[src/rtl/swrst_pkg.sv]
package swrst_pkg;
    localparam logic [3:0] MB_TRUE  = 4'h6;
    localparam logic [3:0] MB_FALSE = 4'h9;

    typedef enum logic [1:0] {
        RG_SYS  = 2'd0,
        RG_LOCK = 2'd1,
        RG_CTRL = 2'd2,
        RG_NONE = 2'd3
    } region_e;

    typedef struct packed {
        logic lock;
        logic ctrl;
    } chan_st_t;

    typedef struct packed {
        logic [3:0] field;
        logic [3:0] req;
    } sys_st_t;
endpackage

[src/rtl/swrst_chan.sv]
module swrst_chan
    import swrst_pkg::*;
(
    input  logic clk_i,
    input  logic rst_ni,
    input  logic lock_we_i,
    input  logic ctrl_we_i,
    input  logic wbit_i,
    output logic lock_o,
    output logic ctrl_o
);
    chan_st_t s_d, s_q;

    always_comb begin
        s_d = s_q;
        if (lock_we_i && !wbit_i) begin
            s_d.lock = 1'b0;
        end
        if (ctrl_we_i && s_q.lock) begin
            s_d.ctrl = wbit_i;
        end
    end

    always_ff @(posedge clk_i or negedge rst_ni) begin
        if (!rst_ni) begin
            s_q <= '{lock: 1'b1, ctrl: 1'b1};
        end else begin
            s_q <= s_d;
        end
    end

    assign lock_o = s_q.lock;
    assign ctrl_o = s_q.ctrl;

    // a cleared lock never comes back
    assert_lock_sticky_R3: assert property (@(posedge clk_i) disable iff (!rst_ni)
        !s_q.lock |=> !s_q.lock);

    // locked channel keeps its control bit
    assert_locked_stable_R4: assert property (@(posedge clk_i) disable iff (!rst_ni)
        !s_q.lock |=> $stable(ctrl_o));

    // unlocked write lands on the next edge
    assert_ctrl_write_R2: assert property (@(posedge clk_i) disable iff (!rst_ni)
        (ctrl_we_i && lock_o) |=> (ctrl_o == $past(wbit_i)));
endmodule

[src/rtl/swrst_sysreq.sv]
module swrst_sysreq
    import swrst_pkg::*;
(
    input  logic       clk_i,
    input  logic       rst_ni,
    input  logic       we_i,
    input  logic [3:0] wdata_i,
    input  logic       done_i,
    output logic [3:0] field_o,
    output logic [3:0] req_o
);
    sys_st_t s_d, s_q;

    always_comb begin
        s_d = s_q;
        if (done_i) begin
            s_d.field = MB_FALSE;
        end else if (we_i) begin
            s_d.field = wdata_i;
        end
        s_d.req = (s_d.field == MB_TRUE) ? MB_TRUE : MB_FALSE;
    end

    always_ff @(posedge clk_i or negedge rst_ni) begin
        if (!rst_ni) begin
            s_q <= '{field: MB_FALSE, req: MB_FALSE};
        end else begin
            s_q <= s_d;
        end
    end

    assign field_o = s_q.field;
    assign req_o   = s_q.req;

    // a true write raises the request
    assert_req_raise_R5: assert property (@(posedge clk_i) disable iff (!rst_ni)
        (we_i && !done_i && wdata_i == MB_TRUE) |=> (req_o == MB_TRUE));

    // done restores false, overriding a write
    assert_done_clears_R6: assert property (@(posedge clk_i) disable iff (!rst_ni)
        done_i |=> (req_o == MB_FALSE && field_o == MB_FALSE));

    // only legal codes reach the output
    assert_req_legal_R7: assert property (@(posedge clk_i) disable iff (!rst_ni)
        (req_o == MB_TRUE) || (req_o == MB_FALSE));
endmodule

[src/rtl/swrst_regif.sv]
module swrst_regif
    import swrst_pkg::*;
#(
    parameter int NCH = 8,
    parameter int AW  = 6,
    parameter int DW  = 32
) (
    input  logic           clk_i,
    input  logic           rst_ni,
    input  logic           we_i,
    input  logic [AW-1:0]  addr_i,
    input  logic [NCH-1:0] lock_i,
    input  logic [NCH-1:0] ctrl_i,
    input  logic [3:0]     field_i,
    output logic [NCH-1:0] lock_we_o,
    output logic [NCH-1:0] ctrl_we_o,
    output logic           sys_we_o,
    output logic [DW-1:0]  rdata_o
);
    localparam int IW = AW - 2;

    region_e       region;
    logic [IW-1:0] idx;

    assign region = region_e'(addr_i[AW-1:AW-2]);
    assign idx    = addr_i[IW-1:0];

    always_comb begin
        lock_we_o = '0;
        ctrl_we_o = '0;
        sys_we_o  = we_i && (region == RG_SYS) && (idx == '0);
        rdata_o   = '0;
        if ((region == RG_SYS) && (idx == '0)) begin
            rdata_o[3:0] = field_i;
        end
        for (int i = 0; i < NCH; i++) begin
            if (idx == i[IW-1:0]) begin
                if (region == RG_LOCK) begin
                    lock_we_o[i] = we_i;
                    rdata_o[0]   = lock_i[i];
                end
                if (region == RG_CTRL) begin
                    ctrl_we_o[i] = we_i;
                    rdata_o[0]   = ctrl_i[i];
                end
            end
        end
    end

    // at most one register written per cycle
    assert_one_target_R9: assert property (@(posedge clk_i) disable iff (!rst_ni)
        $onehot0({lock_we_o, ctrl_we_o, sys_we_o}));

    // no write strobe without a write
    assert_no_stray_we_R8: assert property (@(posedge clk_i) disable iff (!rst_ni)
        !we_i |-> ({lock_we_o, ctrl_we_o, sys_we_o} == '0));
endmodule

[src/rtl/swrst_ctl.sv]
module swrst_ctl
    import swrst_pkg::*;
#(
    parameter int NCH = 8,
    parameter int AW  = 6,
    parameter int DW  = 32
) (
    input  logic           clk_i,
    input  logic           rst_ni,
    input  logic           reg_we_i,
    input  logic [AW-1:0]  reg_addr_i,
    input  logic [DW-1:0]  reg_wdata_i,
    output logic [DW-1:0]  reg_rdata_o,
    output logic [NCH-1:0] periph_rst_no,
    output logic [3:0]     sys_req_o,
    input  logic           sys_done_i
);
    logic [NCH-1:0] lock_we, ctrl_we, lock_v, ctrl_v;
    logic           sys_we;
    logic [3:0]     field;
    logic           unused_wbits;

    assign unused_wbits = ^reg_wdata_i[DW-1:4];

    swrst_regif #(.NCH(NCH), .AW(AW), .DW(DW)) u_regif (
        .clk_i     (clk_i),
        .rst_ni    (rst_ni),
        .we_i      (reg_we_i),
        .addr_i    (reg_addr_i),
        .lock_i    (lock_v),
        .ctrl_i    (ctrl_v),
        .field_i   (field),
        .lock_we_o (lock_we),
        .ctrl_we_o (ctrl_we),
        .sys_we_o  (sys_we),
        .rdata_o   (reg_rdata_o)
    );

    for (genvar g = 0; g < NCH; g++) begin : g_chan
        swrst_chan u_chan (
            .clk_i     (clk_i),
            .rst_ni    (rst_ni),
            .lock_we_i (lock_we[g]),
            .ctrl_we_i (ctrl_we[g]),
            .wbit_i    (reg_wdata_i[0]),
            .lock_o    (lock_v[g]),
            .ctrl_o    (ctrl_v[g])
        );
    end

    swrst_sysreq u_sysreq (
        .clk_i   (clk_i),
        .rst_ni  (rst_ni),
        .we_i    (sys_we),
        .wdata_i (reg_wdata_i[3:0]),
        .done_i  (sys_done_i),
        .field_o (field),
        .req_o   (sys_req_o)
    );

    assign periph_rst_no = ctrl_v;

    // outputs leave reset released and not requesting
    assert_reset_state_R1: assert property (@(posedge clk_i)
        $rose(rst_ni) |-> (periph_rst_no == '1 && sys_req_o == MB_FALSE));
endmodule

[config.mk]
export PLATFORM = sky130hd
export DESIGN_NAME = swrst_ctl
export DESIGN_NICKNAME = d
export VERILOG_FILES = /design/src/rtl/swrst_pkg.sv /design/src/rtl/swrst_chan.sv /design/src/rtl/swrst_sysreq.sv /design/src/rtl/swrst_regif.sv /design/src/rtl/swrst_ctl.sv
export SDC_FILE = /design/constraint.sdc
export NUM_CORES = 1
export LEC_CHECK = 0
export ABC_AREA = 0
export ABC_CLOCK_PERIOD_IN_PS = 1200
export BUFFER_PORTS_ARGS = -buffer_cell sky130_fd_sc_hd__buf_2
export CELL_PAD_IN_SITES_DETAIL_PLACEMENT = 0
export CELL_PAD_IN_SITES_GLOBAL_PLACEMENT = 1
export CORE_MARGIN = 3
export CORE_UTILIZATION = 32
export DETAILED_ROUTE_END_ITERATION = 12
export GPL_ROUTABILITY_DRIVEN = 0
export PLACE_DENSITY = 0.81
export SYNTH_ARGS = -nofsm -noshare
export SYNTH_HDL_FRONTEND = slang
export SYNTH_HIERARCHICAL = 1
export SYNTH_SLANG_ARGS = --single-unit
[constraint.sdc]
create_clock -name clk_i -period 1.2 [get_ports clk_i]
set_input_delay 0.06 -clock clk_i [delete_from_list [all_inputs] [get_ports clk_i]]
set_output_delay 0.06 -clock clk_i [all_outputs]
set_load 0.005 [all_outputs]
==> results_dict.tcl, run 1 <==
set metrics [dict create \
    cellLeakagePower_nw 0.863 \
    endpoint_kind "output port" \
    post_synth_instance_area_um2 1550 \
    max-cap-violations 0 \
    worst_slack_ns -0.309 \
    ys_types 34 \
    grt_usage_pct 12.1 \
    hold_viol 0 \
    cts_sinks 22 \
    initial_core_util_pct 34.4 \
    dpl.hpwl_mm 2.46 \
    yosysWarningCount 6 \
    slew_viol_final 0 \
    synth_edf_count 0 \
    power.total_mw 1.42 \
    synth-seq-cells 22 \
    drive_gt1_share_pct 41.3 \
    ff2ff_setup_slack_ns 0 \
    clkTransAtPathRegs_ns 0.08 \
    core_area_um2 4500 \
    regToRegStartpoint "u_sysreq/field_o[0]" \
    hold_class "input port to flip-flop" \
    cts_tree "built" \
    n_fill_cell 467 \
    clk_latency_ns 0.27 \
    die_width_um 75.6 \
    nets 256 \
    outcome "finished with violations" \
    rsz0062_at_grt "true" \
    cts_max_path_buffers 2 \
    postSynth.asyncResetShare_pct 100 \
    power_density_nw_per_um2 765 \
    syn_inst 164 \
    fin_crit_sh_pct 126 \
    ir_drop_mv 0.343 \
    wl_mm 3.20 \
    drt-initial-drc-count 66 \
    cts_inserted_buffers 3 \
    clock_skew_ns 0.00519 \
    crit_start "g_chan[2].u_chan/ctrl_o" \
    htree_levels 1 \
    fp-row-count 24 \
    setup_viol 1 \
    place_area_um2 1790 \
    port_buffers 29 \
    dr.pass1.iters 4 \
    chipHeight_um 75.6 \
    seq_area_um2 574 \
    vias 1200 \
    post-route-min-period_ns 1.51 \
    routedWlPerCell_um 12.1 \
    seq_area_frac_synth_pct 37.0 \
    drc_errors 0 \
    multiInputGateArea_um2 810 \
    setup_tns_ns -0.309 \
    die-area_um2 5720 \
    required_ns 1.14 \
    timing.fmax_mhz 663 \
    syn_area_per_cell_um2 9.46 \
    ant_nets 0 \
    min-delay-start "sys_done_i" \
    synthTopCellsByArea "dfstp_2 (32%), buf_4 (15%), mux2_4 (7.7%), dfrtp_1 (4.8%), nor2_1 (4.1%)" \
    rr_worst_depth 3 \
    synthMostInstantiatedCell "buf_4" \
    synthTopCellsByCount "buf_4 (30), dfstp_2 (19), nor2_1 (17)" \
    synth-main-ff-cell "dfstp_2" \
    path_max_fanout 2 \
    first_global_vias 1187 \
    cts_root_buf "clkbuf_8" \
    grt_start_max_net_pins 23 \
    crit_end "reg_rdata_o[0]" \
    vias_per_cell 4.53 \
    grt_pass1_wl_mm 5.30 \
    path_class "flip-flop to output port" \
    area_growth_syn_to_layout_pct 19.6 \
    r2r_end "u_sysreq/req_o[0]" \
    synth_top_area_cell "dfstp_2" \
    whs_ns 0.0269 \
    grt_overflow 0 \
    num_antenna_cells 0 \
    synth_top_area_share_pct 32.2 \
    antenna_found_initial 0 \
    pin_count 86 \
    dpl_worst_slack_ns -0.342 \
    violations "negative setup slack" \
    start_kind "flip-flop" \
    arrival_ns 1.45 \
    stdcell_area_um2 1860 \
]
worst max-delay path, cell delays in order (launching register included):
cell and delay (ns):
dfstp_2 0.37, a22o_1 0.20, a222oi_1 0.33, o211ai_1 0.13, buf_2 0.14
stage by stage:
step                      std cells  util (%)
after global routing            265      41.2
after floorplan                 191         -
after global placement          260      39.8
final                           265      41.2
after CTS                       265      41.1
after detailed placement        260      39.8
worst min-delay path by stage:
stage                                      to  slack, ns  cells past startpoint
final                     u_sysreq/field_o[2]       0.03                      2
after global routing      u_sysreq/field_o[2]       0.02                      2
after CTS                 u_sysreq/field_o[2]       0.02                      2
after detailed placement    u_sysreq/req_o[2]       0.05                      1
after global placement      u_sysreq/req_o[2]       0.05                      1
after floorplan           u_sysreq/field_o[1]      -0.24                      0
power breakdown:
part | internal [mW] | switching, mW
Combinational | 0.0777 | 0.121
Clock | 0.237 | 0.239
Sequential | 0.746 | 0.000460
per-layer routing:
metal  up-vias  share of wire, %  global-route usage, %
met5         -                 0                      0
met3         5               4.9                   1.19
met4         0               2.3                   6.41
met1       557                43                   14.4
met2        38                50                   21.4
li1        600                 -                      -
cells by family (layout without fill, tap and decap cells):
logic type	count (synthesis)	in the layout	synth area share (%)
AOI/OAI and AO/OA	27	27	14.0
buffers and inverters	43	65	18.7
DFF	22	22	37.0
muxes	11	11	9.68
other	1	28	0.242
and+or+nand+nor	60	60	20.3
final cells by class:
type                            count  share of cell area, %
Inverter                            8                   1.62
Sequential cell                    22                   31.0
Tap cell                           52                   3.51
Timing Repair Buffer               53                   17.9
Clock buffer                        4                   2.43
Multi-Input combinational cell    126                   43.6
cell usage in the layout, fill, tap and decap left out:
cell type	Yosys	routed
nand4bb_1	2	2
buf_2	1	29
o2bb2ai_1	1	1
o211ai_1	1	1
buf_6	2	1
a222oi_1	1	1
a221oi_1	1	1
nor2_1	17	17
buf_4	30	22
o221a_2	1	1
nand3_1	2	2
o22ai_1	2	2
nor3_1	5	3
and2_4	0	1
nor2b_1	5	5
a22o_1	1	1
nor3_2	0	1
a21boi_0	8	8
nor4_1	1	1
a21o_1	2	2
clkbuf_1	2	1
nor3_4	0	1
conb_1	1	28
dfstp_2	19	19
nand2_2	0	1
mux2_4	8	8
and2_1	5	4
clkbuf_8	0	3
a211o_1	3	3
or3_1	1	1
mux2i_1	3	3
dlygate4sd3_1	0	1
dfrtp_1	3	3
a22oi_1	3	3
or4b_4	1	1
nand2_1	12	11
o22a_1	3	3
nand2b_1	6	6
nand3b_1	3	3
inv_1	8	8
what timing repair did:
action                                 CTS  global route
endpoints found under the hold margin    3             0
setup endpoints to repair                3            14
hold buffers                             1             0
gates resized for setup                  2             2
cloned                                   0             0
pin swaps                                4             2
buffers inserted                         0             0
sequential cells by signal, indices dropped and copies added, names as in the netlist:
name and flops:
g_chan.u_chan/lock_o 8, u_sysreq/req_o 2, u_sysreq/field_o 4, g_chan.u_chan/ctrl_o 8
Power figures use the tool's default switching activity.
==> run 2, diff against run 1 <==
==> constraint.sdc (replaced) <==
create_clock -name clk_i -period 1.2 [get_ports clk_i]
set_input_delay 0.06 -clock clk_i [delete_from_list [all_inputs] [get_ports clk_i]]
set_output_delay 0.06 -clock clk_i [all_outputs]
set_load 0.02 [all_outputs]
==> run 2 against run 1 <==
Net effect: the run still ends with negative setup slack left; non-clock buffer count grew 5; hold slack lost 0.0017 ns; design area grew 3.7%; power grew 19%; wire length grew 0.91%; fmax shrank 4.9%; critical path type unchanged; cell count grew 1.9%.
==> results_dict.tcl, run 2 (synthesized netlist as in run 1, its figures left out) <==
set metrics [dict create \
    worst_slack_ns -0.387 \
    grt_start_max_net_pins 23 \
    chipHeight_um 75.6 \
    die_width_um 75.6 \
    post-route-min-period_ns 1.59 \
    cts_max_path_buffers 2 \
    endpoint_kind "output port" \
    setup_viol 3 \
    nets 261 \
    path_max_fanout 2 \
    clock_skew_ns 0.00848 \
    rr_worst_depth 4 \
    fp-row-count 24 \
    rsz0062_at_grt "true" \
    vias 1199 \
    timing.fmax_mhz 630 \
    cts_sinks 22 \
    min-delay-start "reg_wdata_i[3]" \
    r2r_end "u_sysreq/req_o[0]" \
    hold_end "u_sysreq/field_o[3]" \
    clkTransAtPathRegs_ns 0.08 \
    clk_latency_ns 0.27 \
    violations "negative setup slack" \
    crit_start "g_chan[0].u_chan/ctrl_o" \
    ant_nets 0 \
    vias_per_cell 4.44 \
    drt-initial-drc-count 31 \
    cts_inserted_buffers 3 \
    path_class "flip-flop to output port" \
    regToRegStartpoint "u_sysreq/field_o[0]" \
    setup_tns_ns -0.687 \
    cts_tree "built" \
    power_density_nw_per_um2 881 \
    ir_drop_mv 0.660 \
    dr.pass1.iters 4 \
    outcome "finished with violations" \
    antenna_found_initial 0 \
    drc_errors 0 \
    slew_viol_final 0 \
    htree_levels 1 \
    most-common-layout-cells "buf_4 (28), buf_2 (28), conb_1 (28), dfstp_2 (19), nor2_1 (17)" \
    grt_overflow 0 \
    ff2ff_setup_slack_ns -0.20 \
    port_buffers 29 \
    routedWlPerCell_um 12.0 \
    min_path_cells 2 \
    pin_count 86 \
    grt_usage_pct 11.5 \
    fin_crit_sh_pct 132 \
    hold_class "input port to flip-flop" \
    utilization_pct 42.7 \
    cellLeakagePower_nw 0.901 \
    drive_gt1_share_pct 43.1 \
    area_growth_syn_to_layout_pct 24.0 \
    num_antenna_cells 0 \
    max-cap-violations 0 \
    grt_pass1_wl_mm 5.07 \
    start_kind "flip-flop" \
    dpl.hpwl_mm 2.50 \
    dpl_worst_slack_ns -0.295 \
    n_fill_cell 457 \
    die-area_um2 5720 \
    wl_mm 3.23 \
    hold_viol 0 \
    cts_root_buf "clkbuf_8" \
    required_ns 1.14 \
    initial_core_util_pct 34.4 \
    core_area_um2 4500 \
    first_global_vias 1090 \
    power.total_mw 1.69 \
    arrival_ns 1.53 \
]
## run 2: layout make-up
cell class | count | area (um2) | share of cell area (%)
Tap cell | 52 | 65.1 | 3.38
Timing Repair Buffer | 58 | 372 | 19.3
Multi-Input combinational cell | 126 | 812 | 42.2
Clock buffer | 3 | 41.3 | 2.15
Clock inverter | 1 | 30.0 | 1.56
Inverter | 8 | 30.0 | 1.56
Sequential cell | 22 | 574 | 29.8
## run 2: timing repair
action,in CTS,in global routing
endpoints found under the hold margin,3,0
hold buffers,1,0
pin swaps,3,3
buffers inserted,0,1
gates resized for setup,1,3
endpoints found under the setup margin,2,10
## run 2: worst max-delay path by stage
stage               slack (ns)                end
finish                   -0.39     reg_rdata_o[0]
global route             -0.47     reg_rdata_o[0]
CTS                      -0.42     reg_rdata_o[0]
detailed placement       -0.29  u_sysreq/req_o[0]
global placement         -0.26  u_sysreq/req_o[0]
floorplan                -0.21  u_sysreq/req_o[0]
## run 2: through the flow
step,cells,cell area [um2],hold WS [ns]
global route,270,1920,0.0266
detailed placement,264,1820,0.0561
floorplan,191,1690,-0.236
global placement,264,1820,0.0535
CTS,269,1910,0.0132
finish,270,1920,0.0252
## run 2: where the power goes
part	switching (mW)	internal [mW]
clock	0.243	0.446
sequential	0.000426	0.746
combinational	0.180	0.0794
## run 2: routing by layer
layer	share of wire [%]	routed length, um	vias up	global-route usage, %
met5	0	0	-	0
met1	48	1550	548	16.2
met4	0.71	23	0	2.33
met3	6.1	198	2	2.77
li1	-	-	611	-
met2	45	1460	38	18.0
## run 2: critical path, stage by stage, from the launching register on
cell and delay [ns]:
dfstp_2 0.54, mux2i_1 0.08, o2bb2ai_1 0.17, a222oi_1 0.10
o211ai_1 0.20, buf_4 0.18
==> run 3, diff against run 2 <==
PLACE_DENSITY = 0.89   (was 0.81)
SKIP_CTS_REPAIR_TIMING = 1   (was not set)
==> run 3 against run 2 <==
Net effect: the run still ends with negative setup slack left; fmax up 2.3%; sequential share of layout area is 0.49 points higher; design area decreased by 1.6%; worst setup slack gained 0.035 ns; register-to-register slack gained 0.18 ns; via count grew 1.7%; combinational power is essentially flat; wire length grew 1.8%; core utilization shrank 0.69 points; largest cell class unchanged; largest power group unchanged.
==> results_dict.tcl, run 3 (synthesized netlist as in run 1, its figures left out) <==
set metrics [dict create \
    critPathSlowestCell "dfstp_2" \
    drive_gt1_share_pct 42.4 \
    whs_ns 0.0166 \
    pin_count 86 \
    path_max_fanout 2 \
    clock_skew_ns 0.000881 \
    grt_overflow 0 \
    path_buf_inv 1 \
    post-route-min-period_ns 1.55 \
    cts_sinks 22 \
    outcome "finished with violations" \
    slew_headroom_pct 65.9 \
    violations "negative setup slack" \
    die-area_um2 5720 \
    final_common_cell "buf_4" \
    clkTransAtPathRegs_ns 0.08 \
    max-cap-violations 0 \
    port_buffers 29 \
    core_area_um2 4500 \
    layout.cells.non_filler 269 \
    first_global_vias 1175 \
    ir_drop_mv 0.373 \
    dpl.hpwl_mm 2.53 \
    cts_max_path_buffers 2 \
    worst_slack_ns -0.352 \
    drc_errors 0 \
    timing.fmax_mhz 645 \
    fin_crit_sh_pct 129 \
    path_class "flip-flop to output port" \
    vias_per_cell 4.53 \
    die_width_um 75.6 \
    vias 1219 \
    hold_class "input port to flip-flop" \
    path_cells "mux2i_1 > o2bb2ai_1 > a222oi_1 > o211ai_1 > buf_4" \
    drt-initial-drc-count 37 \
    dr.pass1.iters 4 \
    grt_pass1_wl_mm 5.38 \
    cts_tree "built" \
    start_kind "flip-flop" \
    endpoint_kind "output port" \
    slew_viol_final 0 \
    required_ns 1.14 \
    power_density_nw_per_um2 786 \
    setup_viol 2 \
    area_growth_syn_to_layout_pct 22.0 \
    clk_latency_ns 0.26 \
    setup_tns_ns -0.371 \
    cellLeakagePower_nw 0.883 \
    wl_mm 3.29 \
    initial_core_util_pct 34.4 \
    fp-row-count 24 \
    place_inst 263 \
    rsz0062_at_grt "true" \
    htree_levels 1 \
    hold_viol 0 \
    ant_nets 0 \
    nets 260 \
    antenna_found_initial 0 \
    slowest_delay_ns 0.54 \
    chipHeight_um 75.6 \
    arrival_ns 1.49 \
    critPathTopFamily "flip-flops" \
    grt_start_max_net_pins 23 \
    num_antenna_cells 0 \
    grt_usage_pct 12.2 \
    cts_root_buf "clkbuf_8" \
    routedWlPerCell_um 12.2 \
    cts_inserted_buffers 3 \
    most-common-layout-cells "buf_4 (30), conb_1 (28), buf_2 (26), dfstp_2 (19), nor2_1 (17)" \
    worst_pin_slew_ns 0.511 \
]
==> run 3: changes by cell type in the layout (fill, tap and decap cells not counted), sizes merged <==
| cell | delta |
|---|---|
| clkbuf | +1 |
| bufinv | -1 |
| buf | -1 |
==> run 3: cell type report <==
type                       count  area (um2)
sequential                    22         574
multi-input combinational    126         813
inverter                       8        30.0
tap                           52        65.1
clock buffer                   4        45.0
timing repair buffer          57         365
fill                         454        2610
==> run 3: path summary, 6_finish.rpt <==
check	from	end	slack [ns]	cells after the start
worst max-delay path	u_sysreq/field_o[0]	reg_rdata_o[0]	-0.35	5
worst min-delay path	sys_done_i	u_sysreq/field_o[2]	0.02	2
worst max register to register	u_sysreq/field_o[0]	u_sysreq/req_o[0]	-0.02	3
worst min register to register	g_chan[2].u_chan/lock_o	g_chan[2].u_chan/lock_o	0.50	1
max in group asynchronous	rst_ni	u_sysreq/field_o[3]	0.54	2
min in group asynchronous	rst_ni	u_sysreq/req_o[2]	0.30	2
==> run 3: power by group <==
| group | internal, mW | switching [mW] |
|---|---|---|
| Sequential | 0.745 | 0.000465 |
| Clock | 0.237 | 0.247 |
| Combinational | 0.0772 | 0.180 |
==> run 3: per-layer routing <==
layer  global-route usage, %  wire length (um)
met1                    15.0              1470
met2                    21.8              1630
met3                    2.51               166
met4                    2.91                16
met5                       0                 0
==> run 3: stage by stage <==
stage	power [mW]	instance area [um2]	setup WS (ns)	utilization, %
2_1_floorplan	0.983	1690	-0.209	-
3_3_place_gp	1.01	1810	-0.271	40.3
3_5_place_dp	1.01	1810	-0.320	40.3
4_1_cts	1.51	1860	-0.398	41.3
5_1_grt	1.57	1890	-0.425	42.0
6_report	1.49	1890	-0.352	42.0
==> run 3: worst register-to-register path: stages (launching register included) <==
cell and delay (ns):
dfstp_2 0.38, buf_4 0.12, or4b_4 0.48, o22a_1 0.17
